--- config.mk ---
export PLATFORM = sky130hd
export DESIGN_NAME = rp_err_irq
export DESIGN_NICKNAME = d
export VERILOG_FILES = /design/src/rtl/rp_err_pkg.sv /design/src/rtl/rp_err_regs.sv /design/src/rtl/rp_err_trig.sv /design/src/rtl/rp_err_deliver.sv /design/src/rtl/rp_err_irq.sv
export SDC_FILE = /design/constraint.sdc
export NUM_CORES = 1
export LEC_CHECK = 0
export ABC_AREA = 1
export ABC_CLOCK_PERIOD_IN_PS = 1100
export BUFFER_PORTS_ARGS = -buffer_cell sky130_fd_sc_hd__buf_2
export CORE_UTILIZATION = 36
export CTS_CLUSTER_DIAMETER = 120
export CTS_CLUSTER_SIZE = 28
export DETAILED_ROUTE_END_ITERATION = 7
export PLACE_DENSITY = 0.78
export SETUP_SLACK_MARGIN = 0.05
export SYNTH_ARGS = -nofsm -noshare
export SYNTH_HDL_FRONTEND = slang
export SYNTH_SLANG_ARGS = --single-unit
--- constraint.sdc ---
create_clock -name clk_i -period 1.1 [get_ports clk_i]
set_input_delay 0.22 -clock clk_i [delete_from_list [all_inputs] [get_ports clk_i]]
set_output_delay 0.22 -clock clk_i [all_outputs]
set_load 0.02 [all_outputs]
--- src/rtl/rp_err_pkg.sv ---
package rp_err_pkg;
  localparam int unsigned NUM_SEV = 3;

  typedef enum logic [1:0] {
    SEV_COR      = 2'd0,
    SEV_NONFATAL = 2'd1,
    SEV_FATAL    = 2'd2
  } sev_e;

  typedef logic [NUM_SEV-1:0] sev_mask_t;

  function automatic sev_mask_t sev_to_mask(input logic [1:0] sev);
    sev_mask_t m;
    for (int i = 0; i < NUM_SEV; i++) m[i] = (sev == i[1:0]);
    return m;
  endfunction
endpackage

--- src/rtl/rp_err_regs.sv ---
module rp_err_regs
  import rp_err_pkg::*;
#(
  parameter int unsigned DATA_W   = 32,
  parameter int unsigned ADDR_W   = 2,
  parameter int unsigned VEC_W    = 5,
  parameter logic [ADDR_W-1:0] CMD_ADDR = 0,
  parameter logic [ADDR_W-1:0] STS_ADDR = 1
) (
  input  logic              clk_i,
  input  logic              rst_ni,
  input  sev_mask_t         set_i,
  input  logic              wr_i,
  input  logic [ADDR_W-1:0] addr_i,
  input  logic [DATA_W-1:0] wdata_i,
  input  logic [VEC_W-1:0]  msg_num_i,
  output sev_mask_t         en_nxt_o,
  output sev_mask_t         sts_nxt_o,
  output sev_mask_t         sts_q_o,
  output logic [DATA_W-1:0] rdata_o
);
  sev_mask_t en_q, sts_q, clr;

  always_comb begin
    en_nxt_o = (wr_i && addr_i == CMD_ADDR) ? wdata_i[NUM_SEV-1:0] : en_q;
    clr      = (wr_i && addr_i == STS_ADDR) ? wdata_i[NUM_SEV-1:0] : '0;
    // set wins over a same-cycle clear
    sts_nxt_o = (sts_q & ~clr) | set_i;
  end

  always_ff @(posedge clk_i or negedge rst_ni) begin
    if (!rst_ni) begin
      en_q  <= '0;
      sts_q <= '0;
    end else begin
      en_q  <= en_nxt_o;
      sts_q <= sts_nxt_o;
    end
  end

  always_comb begin
    rdata_o = '0;
    if (addr_i == CMD_ADDR) begin
      rdata_o[NUM_SEV-1:0] = en_q;
    end else if (addr_i == STS_ADDR) begin
      rdata_o[NUM_SEV-1:0]       = sts_q;
      rdata_o[DATA_W-1 -: VEC_W] = msg_num_i;
    end
  end

  assign sts_q_o = sts_q;
endmodule

--- src/rtl/rp_err_trig.sv ---
module rp_err_trig
  import rp_err_pkg::*;
(
  input  logic      clk_i,
  input  logic      rst_ni,
  input  sev_mask_t sts_nxt_i,
  input  sev_mask_t en_nxt_i,
  output logic      cond_q_o,
  output logic      cond_nxt_o,
  output logic      fire_o
);
  assign cond_nxt_o = |(sts_nxt_i & en_nxt_i);
  assign fire_o     = cond_nxt_o & ~cond_q_o;

  always_ff @(posedge clk_i or negedge rst_ni) begin
    if (!rst_ni) cond_q_o <= 1'b0;
    else         cond_q_o <= cond_nxt_o;
  end
endmodule

--- src/rtl/rp_err_deliver.sv ---
module rp_err_deliver #(
  parameter int unsigned VEC_W = 5
) (
  input  logic             clk_i,
  input  logic             rst_ni,
  input  logic             fire_i,
  input  logic             cond_nxt_i,
  input  logic             msix_en_i,
  input  logic             msi_en_i,
  input  logic [VEC_W-1:0] vec_i,
  output logic             msix_req_o,
  output logic             msi_req_o,
  output logic             intx_o,
  output logic [VEC_W-1:0] vec_o
);
  always_ff @(posedge clk_i or negedge rst_ni) begin
    if (!rst_ni) begin
      msix_req_o <= 1'b0;
      msi_req_o  <= 1'b0;
      intx_o     <= 1'b0;
      vec_o      <= '0;
    end else begin
      msix_req_o <= fire_i & msix_en_i;
      msi_req_o  <= fire_i & ~msix_en_i & msi_en_i;
      if (fire_i) vec_o <= vec_i;
      if (!cond_nxt_i)                           intx_o <= 1'b0;
      else if (fire_i && !msix_en_i && !msi_en_i) intx_o <= 1'b1;
    end
  end
endmodule

--- src/rtl/rp_err_irq.sv ---
module rp_err_irq
  import rp_err_pkg::*;
#(
  parameter int unsigned DATA_W = 32,
  parameter int unsigned ADDR_W = 2,
  parameter int unsigned VEC_W  = 5,
  parameter logic [ADDR_W-1:0] CMD_ADDR = 0,
  parameter logic [ADDR_W-1:0] STS_ADDR = 1
) (
  input  logic              clk_i,
  input  logic              rst_ni,
  input  logic              msg_valid_i,
  input  logic [1:0]        msg_sev_i,
  input  logic              reg_wr_i,
  input  logic [ADDR_W-1:0] reg_addr_i,
  input  logic [DATA_W-1:0] reg_wdata_i,
  output logic [DATA_W-1:0] reg_rdata_o,
  input  logic [VEC_W-1:0]  msg_num_i,
  input  logic              msix_en_i,
  input  logic              msi_en_i,
  output logic              msix_req_o,
  output logic              msi_req_o,
  output logic [VEC_W-1:0]  vec_o,
  output logic              intx_o
);
  sev_mask_t set_mask, en_nxt, sts_nxt, sts_q;
  logic      cond_q, cond_nxt, fire;

  assign set_mask = msg_valid_i ? sev_to_mask(msg_sev_i) : '0;

  rp_err_regs #(
    .DATA_W(DATA_W), .ADDR_W(ADDR_W), .VEC_W(VEC_W),
    .CMD_ADDR(CMD_ADDR), .STS_ADDR(STS_ADDR)
  ) u_regs (
    .clk_i, .rst_ni,
    .set_i(set_mask), .wr_i(reg_wr_i), .addr_i(reg_addr_i),
    .wdata_i(reg_wdata_i), .msg_num_i,
    .en_nxt_o(en_nxt), .sts_nxt_o(sts_nxt), .sts_q_o(sts_q),
    .rdata_o(reg_rdata_o)
  );

  rp_err_trig u_trig (
    .clk_i, .rst_ni,
    .sts_nxt_i(sts_nxt), .en_nxt_i(en_nxt),
    .cond_q_o(cond_q), .cond_nxt_o(cond_nxt), .fire_o(fire)
  );

  rp_err_deliver #(.VEC_W(VEC_W)) u_deliver (
    .clk_i, .rst_ni,
    .fire_i(fire), .cond_nxt_i(cond_nxt),
    .msix_en_i, .msi_en_i, .vec_i(msg_num_i),
    .msix_req_o, .msi_req_o, .intx_o, .vec_o
  );
endmodule

# Word level (Yosys, flattened, before mapping)
# Cells that the tools add are included.
# W data, S select, Z words.
classes:
  eq_ne: 4
  bitwise: 10
  reduce_logical: 9
  n_mux: 9
ops:
  columns: ["cell", "count"]
  rows:
  - ["$mux W3", 5]
  - ["$mux W5", 2]
  - ["$and A3 B3 Y3", 2]
  - ["$and A1 B1 Y1", 4]
  - ["$eq A2 B1 Y1 const B", 2]
  - ["$logic_and A1 B1 Y1", 4]
  - ["$logic_not A2 Y1", 2]
  - ["$not A3 Y3", 1]
  - ["$or A3 B3 Y3", 1]
  - ["$reduce_or A3 Y1", 1]
  - ["$eq A2 B2 Y1 const B", 1]
  - ["$logic_not A1 Y1", 2]
  - ["$mux W1", 2]
  - ["$ne A2 B2 Y1 const B", 1]
  - ["$not A1 Y1", 2]
word_totals:
  output_inout_bits: 40
  inputBits: 47
  ff_bits: 15
  wordCells: 39

# Depth between registers and ports, before layout
logic_depth:
  depth_word: 13
  ltp_mapped: 10
  ltp_nobuf: 9

# Hierarchy
# From an unflattened synthesis, not the netlist that was laid out.
hier_totals:
  cells_unflattened: 125
  area_unflattened_um2: 958.4
by_module_without_submodules:
  columns: ["mod", "instances", "cells_per_inst", "seq_area_each_um2", "area_per_inst_um2"]
  rows:
  - ["rp_err_regs", 1, 76, 150.1, 541.8]
  - ["rp_err_deliver", 1, 34, 200.2, 330.3]
  - ["rp_err_trig", 1, 8, 25.0, 60.1]
  - ["rp_err_irq", 1, 7, 0.0, 26.3]

# Worst setup path after synthesis
# No wires, ideal clock.
synth_timing:
  kind: "in2reg"
  start: "input reg_addr_i[0]"
  end: "register u_deliver.vec_o[0]"
  t_required_ns: 0.983
  arrival_time_ns: 0.972
  stages: 9
  n_path_buf: 1
  slack_ns: 0.011
  setup_ns: 0.117
  path_cell_list: "buf_6 -> nor2_8 -> nand3_1 -> nand2_2 -> nand2_2 -> nand3_4 -> nand2_4 -> nand2_1 -> nand2_1"
synth_between:
  word_cells_on_any_way: 12
  cone_classes: "eq/ne: 1; mux: 2; bitwise: 5; reduce/logical: 4"
synth_rtl:
  columns: ["item", "line_no", "source"]
  rows:
  - ["start: declaration", "rp_err_irq.sv:15", "input logic [ADDR_W-1:0] reg_addr_i,"]
  - ["$logic_not A2 Y1", "rp_err_regs.sv:25", "en_nxt_o = (wr_i && addr_i == CMD_ADDR) ? wdata_i[NUM_SEV-1:0] : en_q;"]
  - ["$logic_and A1 B1 Y1", "rp_err_regs.sv:25", null]
  - ["$mux W3", "rp_err_regs.sv:25", null]
  - ["net en_nxt[1]", "rp_err_irq.sv:26", "sev_mask_t set_mask, en_nxt, sts_nxt, sts_q;"]
  - ["$and A3 B3 Y3", "rp_err_trig.sv:12", "assign cond_nxt_o = |(sts_nxt_i & en_nxt_i);"]
  - ["$reduce_or A3 Y1", "rp_err_trig.sv:12", null]
  - ["net cond_nxt", "rp_err_irq.sv:27", "logic cond_q, cond_nxt, fire;"]
  - ["$and A1 B1 Y1", "rp_err_trig.sv:13", "assign fire_o = cond_nxt_o & ~cond_q_o;"]
  - ["end signal: assignment", "rp_err_deliver.sv:25", "if (fire_i) vec_o <= vec_i;"]
  - ["end: declaration", "rp_err_deliver.sv:14", "output logic [VEC_W-1:0] vec_o"]
# The timed path passes the listed nets, and every way through them passes these cells.
# A chain may end at the register's enable or synchronous reset.

# Final worst setup path
layout_timing:
  start: "register u_regs.sts_q[1], in the netlist u_regs.sts_q_o[1]"
  end: "output reg_rdata_o[1]"
layout_between:
  elab_chain_cells: 2
layout_rtl:
  columns: ["item", "line_no", "source"]
  rows:
  - ["start: declaration", "rp_err_regs.sv:22", "sev_mask_t en_q, sts_q, clr;"]
  - ["start signal: assignment", "rp_err_regs.sv:37", "sts_q <= sts_nxt_o;"]
  - ["$mux W3", "rp_err_regs.sv:45", "end else if (addr_i == STS_ADDR) begin"]
  - ["$mux W3", "rp_err_regs.sv:43", "if (addr_i == CMD_ADDR) begin"]
  - ["end: declaration", "rp_err_irq.sv:17", "output logic [DATA_W-1:0] reg_rdata_o,"]
# No other way between the ends.

==> results.py <==
metrics = {
    "outcome": {
        "run_status": "finished, violations left",
        "failed_checks": "negative setup slack",
    },
    "floorplanning": {
        "die_h_um": 53.2,
        "start_util": 0.380,
        "die_area_sq_um": 2830,
        "core_sq_um": 2480,
        "die_width_um": 53.2,
        "ios": 87,
        "row_count": 18,
    },
    "clock_network": {
        "cts-root-buf": "clkbuf_4",
        "cts_max_path_buffers": 2,
        "clk_pin_slew_ns": 0.09,
        "cts_tree": "built",
        "htreeDepth": 1,
        "cts_buffers": 3,
        "clock-sinks": 15,
        "insertion_delay_ns": 0.27,
    },
    "worst_setup_path": {
        "worstPathBufferInverterCount": 1,
        "crit_slowest_cell": "dfrtp_1",
        "critical_path.endpoint_type": "primary output",
        "critPathLaunch": "u_regs.sts_q_o[1]",
        "crit_fanout": 2,
        "r2r-start": "u_regs.sts_q_o[0]",
        "worstPathRequired_ns": 0.88,
        "crit_family": "flip-flops",
        "start_kind": "register",
        "cp_cell_sequence": "nand3_1, nand2_1, buf_6",
        "slowest_delay_ns": 0.40,
        "crit_type": "reg2out",
        "cp.arrival_ns": 0.94,
    },
    "finish": {
        "final_common_cell": "conb_1",
        "area_growth_pct": 37.4,
        "antenna_cells": 0,
        "final_cells": 191,
        "final_cell_mix": "conb_1, nand2_1, buf_2",
        "drive_gt1_frac": 0.435,
        "nNetsFinal": 209,
    },
    "placed_design": {
        "dp.cells": 181,
        "place_congestion": 0.696,
        "dpl_worst_slack_ns": -0.164,
        "port_buffers": 33,
        "dp_hpwl_mm": 1.38,
    },
    "routing": {
        "drc_errors": 0,
        "wl_met3_um": 162,
        "totalWireLength_mm": 1.88,
        "drt_iter0_drc": 12,
        "antenna_left": 0,
        "highest_layer": "met3",
        "firstDrtPassIters": 4,
        "wire_per_inst_um": 9.85,
        "wl_met2_um": 938,
        "viasPerCell": 4.15,
        "num_vias": 793,
        "wirelength_met1_um": 781,
    },
    "synthesis": {
        "yosysTopAreaCellShare": 0.398,
        "async_flop_share": 1.00,
        "synthDistinctLibCells": 15,
        "synth.avg_cell_area_sq_um": 8.19,
        "synth_top_area_cell": "dfrtp_1",
        "netlist_instances": 115,
        "yosysSeqAreaShare": 0.398,
        "synth_edf_count": 0,
        "synthesis.area_sq_um": 942,
        "synth_area_leaders": "dfrtp_1, buf_4, nand2_1, nand3_1, nand2_2",
        "synthesis.yosys.warnings": 0,
        "synthFlopType": "dfrtp_1",
        "synth_seq_cells": 15,
    },
    "global_routing": {
        "antenna_found_initial": 0,
        "grt_max_degree": 16,
        "grtUsageTotal": 0.144,
        "first_global_vias": 693,
        "grt-ovfl-total": 0,
        "grt_pass1_wl_mm": 2.89,
    },
    "hold_path": {
        "worstHoldStart": "msix_en_i",
        "hp-class": "in2reg",
    },
    "sta": {
        "setup_slack_ns": -0.0567,
        "whs_ns": 0.107,
        "slew_viol_final": 0,
        "fin_skew_ns": 0.00154,
        "rsz0062_at_grt": "true",
        "fin_crit_sh": 1.05,
        "max_freq_mhz": 865,
        "hold_viol_final": 0,
        "period_needed_ns": 1.16,
        "setup_viol_count_final": 3,
    },
    "power": {
        "p_leak_uw": 0.000749,
        "peakVddDrop_mv": 0.947,
        "powerDensity_nw_per_um2": 1700,
        "power.total_uw": 2210,
    },
    "flow_run": {
        "cap_viol_max_count": 0,
    },
}
## cell usage after synthesis (4+ instances only)
master and instances:
inv_1 10, nor2_1 6, nand2_2 9, nand3_1 14
nand2_1 26, dfrtp_1 15, buf_4 24, nand4_1 4
## report_power, final
| part | switching (uW) | total, uW | internal, uW |
|---|---|---|---|
| clock network | 171 | 305 | 135 |
| registers | 107 | 809 | 701 |
| logic | 610 | 1090 | 482 |
| total | 888 | 2210 | 1320 |
## kinds of logic (layout without fill, tap and decap cells)
group | after synthesis | in the layout | share of synthesized area
AND/OR/NAND/NOR | 63 | 64 | 0.351
buffers and inverters | 36 | 58 | 0.247
flip-flops | 15 | 15 | 0.398
other | 1 | 24 | 0.00398
## layout make-up
class	instances	area [sq um]
fillers	228	1180
multi-input cells	88	477
flip-flops and latches	15	375
repair buffers	43	334
inverters	11	43.8
well taps	30	37.5
clock buffers	3	22.5
clock inverters	1	5.00
## repair_timing
action,in CTS,in global routing
pin swaps,11,8
hold buffers,1,0
buffers inserted,2,2
endpoints found under the setup margin,20,24
endpoints found under the hold margin,15,0
gates cloned,1,0
gates resized for setup,29,15
## registers in the layout (all words and copies together), names as in the netlist
name                  flops
u_deliver.vec_o           5
u_regs.en_q               3
u_regs.sts_q_o            3
u_deliver.intx_o          1
u_deliver.msi_req_o       1
u_deliver.msix_req_o      1
u_trig.cond_q_o           1
## metrics by stage
step / setup TNS, ns / util / area (sq um)
2_1_floorplan: 0 / - / 1040
3_3_place_gp: -1.48 / 0.435 / 1080
3_5_place_dp: -1.65 / 0.435 / 1080
4_1_cts: -0.195 / 0.496 / 1230
5_1_grt: -0.458 / 0.523 / 1290
6_report: -0.157 / 0.523 / 1290
## path summary, 6_finish.rpt
check | slack (ns) | cells after the start | end
worst max register to register | 0.04 | 7 | u_deliver.vec_o[1]
min in group asynchronous | 0.37 | 2 | u_deliver.msi_req_o
worst max-delay path | -0.06 | 3 | reg_rdata_o[1]
worst min register to register | 0.52 | 2 | u_deliver.vec_o[0]
max in group asynchronous | 0.48 | 2 | u_regs.en_q[0]
worst min-delay path | 0.11 | 2 | u_deliver.msi_req_o
## layer usage
metal,GRT usage,up-vias
met2,0.249,42
met5,0,-
met1,0.174,345
met4,0.0395,0
li1,-,406
met3,0.0374,0
No activity file was read; power rests on OpenSTA's default activity.
